$ cat src/rtl/irq_ctrl_pkg.sv
// Package: shared constants and the word-address decode for the interrupt
// controller. Assumes a 32-bit register port and at most 32 sources.
package irq_ctrl_pkg;

    localparam int DATA_W = 32;
    localparam int MSTR_W = 2;
    localparam int WADDR_W = 3;

    // Word address of each register; the software map depends on this order.
    typedef enum logic [WADDR_W-1:0] {
        RA_STATUS  = 3'd0,
        RA_PENDING = 3'd1,
        RA_ENABLE  = 3'd2,
        RA_ACK     = 3'd3,
        RA_SET_EN  = 3'd4,
        RA_CLR_EN  = 3'd5,
        RA_VECTOR  = 3'd6,
        RA_MASTER  = 3'd7
    } reg_addr_e;

    // Bit positions inside the master register.
    localparam int MSTR_GLOBAL = 0;
    localparam int MSTR_OUTPUT = 1;

endpackage

$ cat src/rtl/irq_capture.sv
// Module: irq_capture
// Holds one status bit per source. Sources whose EDGE_MASK bit is 1 are
// captured on a rising edge, seen against a registered copy of the input.
// Sources whose bit is 0 are captured on every cycle the line is high.
// An acknowledge clears a bit, but a capture in the same cycle wins.
// Assumes irq_in is already synchronous to clk.
module irq_capture #(
    parameter int          NUM_SRC   = 32,
    parameter logic [31:0] EDGE_MASK = 32'h0000_FFFF
) (
    input  logic               clk,
    input  logic               rst_n,
    input  logic [NUM_SRC-1:0] irq_in,
    input  logic [NUM_SRC-1:0] ack_vec,
    output logic [NUM_SRC-1:0] status
);

    logic [NUM_SRC-1:0] capture;

    for (genvar gi = 0; gi < NUM_SRC; gi++) begin : g_src
        if (EDGE_MASK[gi]) begin : g_edge
            logic line_q;

            // Keep last cycle's level of the line for rising-edge detection.
            always_ff @(posedge clk) begin
                if (!rst_n) line_q <= 1'b0;
                else        line_q <= irq_in[gi];
            end

            assign capture[gi] = irq_in[gi] & ~line_q;
        end else begin : g_level
            assign capture[gi] = irq_in[gi];
        end

        // Update the held request: acknowledge clears it, a new capture sets it.
        always_ff @(posedge clk) begin
            if (!rst_n) status[gi] <= 1'b0;
            else        status[gi] <= (status[gi] & ~ack_vec[gi]) | capture[gi];
        end
    end

    // a bit acknowledged without a competing capture is clear next cycle.
    p_ack_clears_r4: assert property (@(posedge clk) disable iff (!rst_n)
        (|ack_vec) |=> ((status & $past(ack_vec & ~capture)) == '0));

    // a status bit only rises when a capture was seen for it.
    p_rise_needs_capture_r2: assert property (@(posedge clk) disable iff (!rst_n)
        1'b1 |=> ((status & ~$past(status) & ~$past(capture)) == '0));

    // a capture always leaves its bit set, whatever the acknowledge did.
    p_capture_wins_r11: assert property (@(posedge clk) disable iff (!rst_n)
        (|capture) |=> ((status & $past(capture)) == $past(capture)));

endmodule

$ cat src/rtl/irq_enable_regs.sv
// Module: irq_enable_regs
// The enable mask and the two-bit master register. The mask can be written
// whole, or have chosen bits set or cleared through alias strobes. At most
// one strobe is active per cycle, since they come from one address decode.
module irq_enable_regs #(
    parameter int NUM_SRC = 32,
    parameter int MSTR_W  = 2
) (
    input  logic               clk,
    input  logic               rst_n,
    input  logic               wr_enable,
    input  logic               wr_set,
    input  logic               wr_clr,
    input  logic               wr_master,
    input  logic [NUM_SRC-1:0] wdata_src,
    input  logic [MSTR_W-1:0]  wdata_mstr,
    output logic [NUM_SRC-1:0] enable,
    output logic [MSTR_W-1:0]  master
);

    logic [NUM_SRC-1:0] enable_nxt;

    // Choose the next mask from whichever write form is active.
    always_comb begin
        enable_nxt = enable;
        if (wr_enable)   enable_nxt = wdata_src;
        else if (wr_set) enable_nxt = enable | wdata_src;
        else if (wr_clr) enable_nxt = enable & ~wdata_src;
    end

    // Register the enable mask.
    always_ff @(posedge clk) begin
        if (!rst_n) enable <= '0;
        else        enable <= enable_nxt;
    end

    // Register the master control bits.
    always_ff @(posedge clk) begin
        if (!rst_n)         master <= '0;
        else if (wr_master) master <= wdata_mstr;
    end

    p_plain_write_r5: assert property (@(posedge clk) disable iff (!rst_n)
        wr_enable |=> (enable == $past(wdata_src)));

    p_set_alias_r6: assert property (@(posedge clk) disable iff (!rst_n)
        wr_set |=> ((enable & $past(wdata_src)) == $past(wdata_src)
                    && (enable & ~$past(wdata_src)) == ($past(enable) & ~$past(wdata_src))));

    p_clr_alias_r6: assert property (@(posedge clk) disable iff (!rst_n)
        wr_clr |=> ((enable & $past(wdata_src)) == '0
                    && (enable & ~$past(wdata_src)) == ($past(enable) & ~$past(wdata_src))));

    p_master_hold_r9: assert property (@(posedge clk) disable iff (!rst_n)
        !wr_master |=> $stable(master));

endmodule

$ cat src/rtl/irq_vector_enc.sv
// Module: irq_vector_enc
// Finds the lowest-numbered set bit of the pending vector and returns its
// index zero-extended to the data width, or all ones when nothing is pending.
// Purely combinational; the clock only serves the checks.
module irq_vector_enc #(
    parameter int NUM_SRC = 32,
    parameter int DATA_W  = 32
) (
    input  logic               clk,
    input  logic               rst_n,
    input  logic [NUM_SRC-1:0] pending,
    output logic               any_pending,
    output logic [DATA_W-1:0]  vector
);

    localparam int IDX_W = (NUM_SRC > 1) ? $clog2(NUM_SRC) : 1;

    logic [IDX_W-1:0] low_idx;

    // Scan from the top down so the lowest set bit is the last one assigned.
    always_comb begin
        low_idx = '0;
        for (int i = NUM_SRC - 1; i >= 0; i--) begin
            if (pending[i]) low_idx = IDX_W'(i);
        end
    end

    assign any_pending = |pending;
    assign vector      = any_pending ? DATA_W'(low_idx) : '1;

    // the reported index is pending and no lower-numbered bit is.
    p_lowest_index_r8: assert property (@(posedge clk) disable iff (!rst_n)
        (|pending) |-> (pending[vector[IDX_W-1:0]]
                        && ((pending & ((NUM_SRC'(1) << vector[IDX_W-1:0]) - NUM_SRC'(1))) == '0)));

    // nothing pending reads as all ones.
    p_empty_vector_r8: assert property (@(posedge clk) disable iff (!rst_n)
        (pending == '0) |-> (vector == '1));

endmodule

$ cat src/rtl/irq_ctrl.sv
// Module: irq_ctrl (top)
// Register port, request capture, enable masking, vector encoding and the
// gating of the processor request. The port takes a one-cycle write strobe
// with a word address and returns read data combinationally.
// Assumes NUM_SRC <= DATA_W.
module irq_ctrl
    import irq_ctrl_pkg::*;
#(
    parameter int          NUM_SRC   = 32,
    parameter logic [31:0] EDGE_MASK = 32'h0000_FFFF
) (
    input  logic               clk,
    input  logic               rst_n,
    input  logic [NUM_SRC-1:0] irq_in,
    input  logic               bus_wr,
    input  logic [4:2]         bus_addr,
    input  logic [DATA_W-1:0]  bus_wdata,
    output logic [DATA_W-1:0]  bus_rdata,
    output logic               irq_out
);

    reg_addr_e          addr_sel;
    logic [NUM_SRC-1:0] status;
    logic [NUM_SRC-1:0] enable;
    logic [NUM_SRC-1:0] pending;
    logic [NUM_SRC-1:0] ack_vec;
    logic [MSTR_W-1:0]  master;
    logic [DATA_W-1:0]  vector;
    logic               any_pending;

    assign addr_sel = reg_addr_e'(bus_addr);

    // Turn a write to the acknowledge location into a clear vector.
    assign ack_vec = (bus_wr && addr_sel == RA_ACK) ? bus_wdata[NUM_SRC-1:0] : '0;

    irq_capture #(
        .NUM_SRC   (NUM_SRC),
        .EDGE_MASK (EDGE_MASK)
    ) u_capture (
        .clk     (clk),
        .rst_n   (rst_n),
        .irq_in  (irq_in),
        .ack_vec (ack_vec),
        .status  (status)
    );

    irq_enable_regs #(
        .NUM_SRC (NUM_SRC),
        .MSTR_W  (MSTR_W)
    ) u_enable (
        .clk        (clk),
        .rst_n      (rst_n),
        .wr_enable  (bus_wr && addr_sel == RA_ENABLE),
        .wr_set     (bus_wr && addr_sel == RA_SET_EN),
        .wr_clr     (bus_wr && addr_sel == RA_CLR_EN),
        .wr_master  (bus_wr && addr_sel == RA_MASTER),
        .wdata_src  (bus_wdata[NUM_SRC-1:0]),
        .wdata_mstr (bus_wdata[MSTR_W-1:0]),
        .enable     (enable),
        .master     (master)
    );

    assign pending = status & enable;

    irq_vector_enc #(
        .NUM_SRC (NUM_SRC),
        .DATA_W  (DATA_W)
    ) u_vector (
        .clk         (clk),
        .rst_n       (rst_n),
        .pending     (pending),
        .any_pending (any_pending),
        .vector      (vector)
    );

    // Raise the processor request only when both master bits allow it.
    assign irq_out = any_pending & master[MSTR_GLOBAL] & master[MSTR_OUTPUT];

    // Select the read data for the addressed register; aliases read zero.
    always_comb begin
        unique case (addr_sel)
            RA_STATUS:  bus_rdata = DATA_W'(status);
            RA_PENDING: bus_rdata = DATA_W'(pending);
            RA_ENABLE:  bus_rdata = DATA_W'(enable);
            RA_VECTOR:  bus_rdata = vector;
            RA_MASTER:  bus_rdata = DATA_W'(master);
            default:    bus_rdata = '0;
        endcase
    end

    // an all-zero enable mask keeps the request low.
    p_mask_all_r10: assert property (@(posedge clk) disable iff (!rst_n)
        (enable == '0) |-> !irq_out);

    // the request never rises while either master bit is clear.
    p_master_gate_r9: assert property (@(posedge clk) disable iff (!rst_n)
        (master != 2'b11) |-> !irq_out);

endmodule

$ cat config.mk
export PLATFORM = sky130hd
export DESIGN_NAME = irq_ctrl
export DESIGN_NICKNAME = d
export VERILOG_FILES = /design/src/rtl/irq_ctrl_pkg.sv /design/src/rtl/irq_capture.sv /design/src/rtl/irq_enable_regs.sv /design/src/rtl/irq_vector_enc.sv /design/src/rtl/irq_ctrl.sv
export SDC_FILE = /design/constraint.sdc
export NUM_CORES = 1
export LEC_CHECK = 0
export ABC_AREA = 1
export BUFFER_PORTS_ARGS = -buffer_cell sky130_fd_sc_hd__buf_2
export CORE_ASPECT_RATIO = 1.2
export CORE_MARGIN = 3
export CORE_UTILIZATION = 35
export CTS_BUF_LIST = sky130_fd_sc_hd__clkbuf_16
export DETAILED_ROUTE_END_ITERATION = 6
export PLACE_DENSITY = 0.63
export REMOVE_ABC_BUFFERS = 1
export SYNTH_ARGS = -nofsm -noshare
export SYNTH_HDL_FRONTEND = slang
export SYNTH_SLANG_ARGS = --single-unit
export TNS_END_PERCENT = 10
$ cat constraint.sdc
create_clock -name clk -period 2.05 [get_ports clk]
set_clock_uncertainty 0.05 [all_clocks]
set_input_delay 0.1025 -clock clk [delete_from_list [all_inputs] [get_ports clk]]
set_output_delay 0.1025 -clock clk [all_outputs]
set_load 0.005 [all_outputs]
==> impl_metrics.ini, run 1 <==
[status]
status = finished with violations
violations = negative hold slack, negative setup slack

[layout]
layout_common_cells = 103 x buf_2, 90 x nand2_1, 76 x inv_1
antennaDiodeCount = 0
nFillCells = 1126
final_common_cell = buf_2
syn_to_final_growth_pct = 53.7
final_core_util_pct = 55.4
stdcell_count = 956
drive_above_1_share_pct = 33.9
nets = 867

[global_routing]
overflow = 0
grt_pass1_vias = 4808
use_met3_pct = 3.49
grt_use_total_pct = 20.5
busiest_layer = met2
grt_pass1_wl_um = 22400
grt_max_degree = 49
met2_usage_pct = 36.6
antenna_found_initial = 0
met1_usage_pct = 25.0

[clocking]
cts_tree = done
cts_root_buf = clkbuf_16
clk_latency_ns = 0.33
cts_buffer_depth = 2
path_clk_slew_ns = 0.06
cts.sinks = 82
numCtsBuffers = 9
htree_levels = 3

[synthesis]
synth.distinct_cells = 23
ys_ff_latch = 82
synthCells = 598
synth_warnings = 0
synth_edf_count = 0
synthArstFlopShare_pct = 0
synth_flop_cell = dfxtp_1
synth_seq_area_share_pct = 39.0
netlist_area_um2 = 4210
synth_area_per_cell_um2 = 7.04

[worst_setup_path]
worstSetupPathType = flip-flop to primary output
cpMaxStageDelayCell = dfxtp_2
cpPeakStageDelay_ns = 0.32
cp.required_ns = 1.90
critPathTopFamily = simple AND/OR/NAND/NOR gates
startpoint_type = flip-flop
path_common_cell = nand2_1
cp.arrival_ns = 2.43
crit_path_end_kind = primary output
path_buf_inv = 2
crit_start = u_capture.status[31]
worst-path-max-fanout = 2

[sta]
timing.final.crit_share_pct = 126
slew_viol_final = 0
slew_headroom_pct = 65.6
worst_pin_slew_ns = 0.512
hold_viol = 1
final-setup-viol-count = 12
rsz0062_at_grt = yes
fin_ws_ns = -0.532
hold_ws_ns = -0.00728
fin_crit_ns = 2.58
timing.fmax_mhz = 387

[hold_path]
holdCritStartpoint = bus_wdata[15]
hold_path.class = input port to flip-flop

[detailed_routing]
postRouteAntennaNets = 0
drt-pass1-iter-count = 5
vias = 4857
wl_per_cell_um = 14.8
post-route-drc-count = 0
wl_um = 14100
via_per_inst = 5.08
drtIter0Drc = 202

[die]
coreArea_um2 = 11700
die-width_um = 106
std_cell_rows = 43
initial_core_util_pct = 36.1
dieArea_um2 = 13400
die_h_um = 126
pin_count = 103

[power]
power.density_nw_per_um2 = 641
total_leakage_power_nw = 3.62
ir_drop_v = 0.000341
totalPowerFinal_w = 0.00415

[placement]
gp_congestion = 0.925
io_buffers = 102
dp.cells = 866
dp_hpwl_um = 9350

[job]
cap_violations = 0
-- metal layers --
metal	share of wire, %	wire length (um)
met2	51	7270
met4	1.3	180
met3	4.0	562
met1	43	6120
met5	0	0
-- cell type report --
type                       instances  area (um^2)  area share [%]
inverter                          79          297            4.58
clock inverter                     4         71.3            1.10
sequential                        82         1690            26.2
clock buffer                       9          225            3.48
timing repair buffer             219         1640            25.4
multi-input combinational        406         2350            36.3
tap                              157          196            3.04
-- per-stage QoR --
| stage | worst slack, ns | TNS [ns] | instance area, um^2 |
|---|---|---|---|
| after floorplan | -0.772 | -24.55 | 4090 |
| after global placement | -0.230 | -0.292 | 5150 |
| after detailed placement | -0.217 | -0.304 | 5150 |
| after CTS | -0.549 | -0.994 | 6190 |
| after global routing | -0.872 | -3.55 | 6470 |
| final | -0.532 | -1.01 | 6470 |
-- synthesized netlist by cell type (2+ instances only) --
| library cell | instances | area share (%) |
|---|---|---|
| o21ai_0 | 34 | 4.0 |
| nor2_1 | 84 | 7.5 |
| o31ai_1 | 2 | 0.36 |
| nand2_2 | 2 | 0.30 |
| inv_1 | 76 | 6.8 |
| nand3_1 | 5 | 0.59 |
| o22ai_1 | 18 | 2.7 |
| nand2_1 | 125 | 11 |
| nand4_1 | 4 | 0.59 |
| clkbuf_1 | 31 | 2.8 |
| a221oi_1 | 29 | 6.0 |
| inv_2 | 3 | 0.27 |
| a21oi_1 | 51 | 6.1 |
| nand2_4 | 11 | 2.9 |
| a32oi_1 | 2 | 0.42 |
| o211a_1 | 30 | 7.1 |
| dfxtp_1 | 82 | 39 |
| nor3_1 | 4 | 0.48 |
-- path summary, 6_finish.rpt --
kind / endpoint / slack (ns) / depth (start not counted)
min: flip-flop / -0.007 / 3
max reg2reg: flip-flop / 1.13 / 4
min reg2reg: u_capture.status[6] / 0.37 / 1
max: bus_rdata[0] / -0.53 / 35
-- power by group --
part	leakage [nW]	switching, W	internal [W]
Sequential	0.690	0.0000772	0.00169
Combinational	2.78	0.000370	0.000366
Clock	0.145	0.000602	0.00104
-- cell families (layout without fill, tap and decap cells) --
logic type / count (synthesis) / in the layout / synth area share (%)
compound gates: 171 / 171 / 27.6
buf+inv: 110 / 311 / 9.81
flops: 82 / 82 / 39.0
simple gates: 235 / 235 / 23.5
-- tightest hold or removal path: cells and delay by family --
family | cells | cell delay [ns]
AOI/OAI and AO/OA | 1 | 0.06
and+or+nand+nor | 1 | 0.08
buffers and inverters | 1 | 0.10
-- repair_timing --
| action | in CTS | in global routing |
|---|---|---|
| hold endpoints to repair | 69 | 0 |
| cloned | 1 | 2 |
| pin swaps | 3 | 21 |
| endpoints found under the setup margin | 30 | 31 |
| gates resized for setup | 30 | 71 |
| buffers inserted | 4 | 7 |
| hold buffers | 63 | 0 |
No activity file was read; power rests on OpenSTA's default activity.
==> run 2: changes to the inputs <==
--- a/config.mk
+++ b/config.mk
@@ -9,10 +9,10 @@
 export BUFFER_PORTS_ARGS = -buffer_cell sky130_fd_sc_hd__buf_2
 export CORE_ASPECT_RATIO = 1.2
 export CORE_MARGIN = 3
-export CORE_UTILIZATION = 35
+export CORE_UTILIZATION = 48
 export CTS_BUF_LIST = sky130_fd_sc_hd__clkbuf_16
 export DETAILED_ROUTE_END_ITERATION = 6
-export PLACE_DENSITY = 0.63
+export PLACE_DENSITY_LB_ADDON = 0.08
 export REMOVE_ABC_BUFFERS = 1
 export SYNTH_ARGS = -nofsm -noshare
 export SYNTH_HDL_FRONTEND = slang
==> run 2 against run 1 <==
The run still ends with negative hold slack, negative setup slack left; register-to-register slack about the same; critical path type unchanged; largest power group unchanged; maximum frequency up 0.99%; critical endpoint unchanged; utilization up 19 points; global-route usage up 7.8 points; sequential share of layout area up 0.60 points; die area down 26%.
==> impl_metrics.ini, run 2 (synthesis results as in run 1) <==
[placement]
io_buffers = 102
gp_congestion = 0.901
dp_hpwl_um = 8920
preCtsSetupSlack_ns = -0.214
dp.cells = 817

[worst_setup_path]
worst-path-max-fanout = 2
cp.required_ns = 1.90
cpPeakStageDelay_ns = 0.33
worstSetupPathType = flip-flop to primary output
cp.arrival_ns = 2.40
path_common_cell = nand2_1
crit_path_end_kind = primary output
startpoint_type = flip-flop
cpMaxStageDelayCell = dfxtp_2
crit_start = u_capture.status[31]

[hold_path]
hold_path.class = input port to flip-flop
holdCritStartpoint = bus_wdata[9]

[global_routing]
grt_use_total_pct = 28.3
met1_usage_pct = 32.2
busiest_layer = met2
met2_usage_pct = 51.9
grt_pass1_wl_um = 22400
use_met3_pct = 4.80
overflow = 0
grt_max_degree = 35
antenna_found_initial = 0
grt_pass1_vias = 4827

[sta]
fin_ws_ns = -0.506
timing.final.crit_share_pct = 125
hold_viol = 1
slew_viol_final = 0
final-setup-viol-count = 30
fin_tns_setup_ns = -1.94
slew_headroom_pct = 61.2
fin_crit_ns = 2.56
timing.fmax_mhz = 391
rsz0062_at_grt = yes
worst_pin_slew_ns = 0.582
hold_ws_ns = -0.000482

[layout]
nets = 858
layout_common_cells = 104 x nand2_1, 102 x buf_2, 77 x inv_1
antennaDiodeCount = 0
syn_to_final_growth_pct = 47.4
final_core_util_pct = 74.4
stdcell_count = 907
final_common_cell = nand2_1
nFillCells = 640
drive_above_1_share_pct = 28.5

[detailed_routing]
drtIter0Drc = 283
via_per_inst = 5.40
post-route-drc-count = 0
postRouteAntennaNets = 0
wl_per_cell_um = 15.4
vias = 4899
wl_um = 14000
drt-pass1-iter-count = 5

[status]
status = finished with violations
violations = negative hold slack, negative setup slack

[clocking]
cts_buffer_depth = 2
cts_root_buf = clkbuf_16
path_clk_slew_ns = 0.06
htree_levels = 3
clk_latency_ns = 0.34
cts_tree = done
cts.sinks = 82
numCtsBuffers = 9

[power]
ir_drop_v = 0.000489
total_leakage_power_nw = 3.52
power.density_nw_per_um2 = 650

[die]
pin_count = 103
coreArea_um2 = 8330
initial_core_util_pct = 50.5
std_cell_rows = 36
dieArea_um2 = 9930
die_h_um = 109
die-width_um = 91.5

[job]
cap_violations = 0
==> run 2: where the power goes <==
group	switching (W)	internal (W)
combinational	0.000364	0.000354
clock	0.000629	0.000919
sequential	0.0000777	0.00169
==> run 2: worst paths after layout <==
kind / to / slack [ns] / cells after the start
setup / recovery: bus_rdata[0] / -0.51 / 35
hold / removal: flip-flop / -0.0005 / 3
setup reg to reg: flip-flop / 1.14 / 4
hold reg to reg: u_capture.status[10] / 0.37 / 1
==> run 2: cell type report <==
class | instances | area (um^2) | share of cell area (%)
Clock buffer | 9 | 225 | 3.63
Sequential cell | 82 | 1660 | 26.8
Multi-Input combinational cell | 406 | 2270 | 36.6
Tap cell | 114 | 143 | 2.30
Timing Repair Buffer | 210 | 1550 | 25.0
Clock inverter | 7 | 53.8 | 0.867
Inverter | 79 | 297 | 4.78
==> run 2: layer usage <==
layer,share of wire (%),vias to the layer above,wire length (um)
li1,-,2405,-
met1,40,2293,5640
met2,51,167,7150
met3,5.9,34,831
met4,2.5,0,348
met5,0,-,0
==> run 2: worst max-delay path, delay by kind of cell, from the launching register on <==
kind                   cells  cell delay, ns
flip-flops                 1            0.33
AND/OR/NAND/NOR           33            1.57
buffers and inverters      2            0.16
==> run 2: metrics by stage <==
step	area, um^2	total power, W
2_1_floorplan	4090	0.00206
3_3_place_gp	5030	0.00232
3_5_place_dp	5030	0.00234
4_1_cts	6080	0.00401
5_1_grt	6200	0.00418
6_report	6200	0.00403
==> run 2: repair_timing <==
action,CTS,global route
hold buffers,63,0
setup endpoints to repair,30,31
pin swaps,6,11
resized for setup,24,35
setup buffers,4,5
hold endpoints to repair,77,0
cloned,2,0
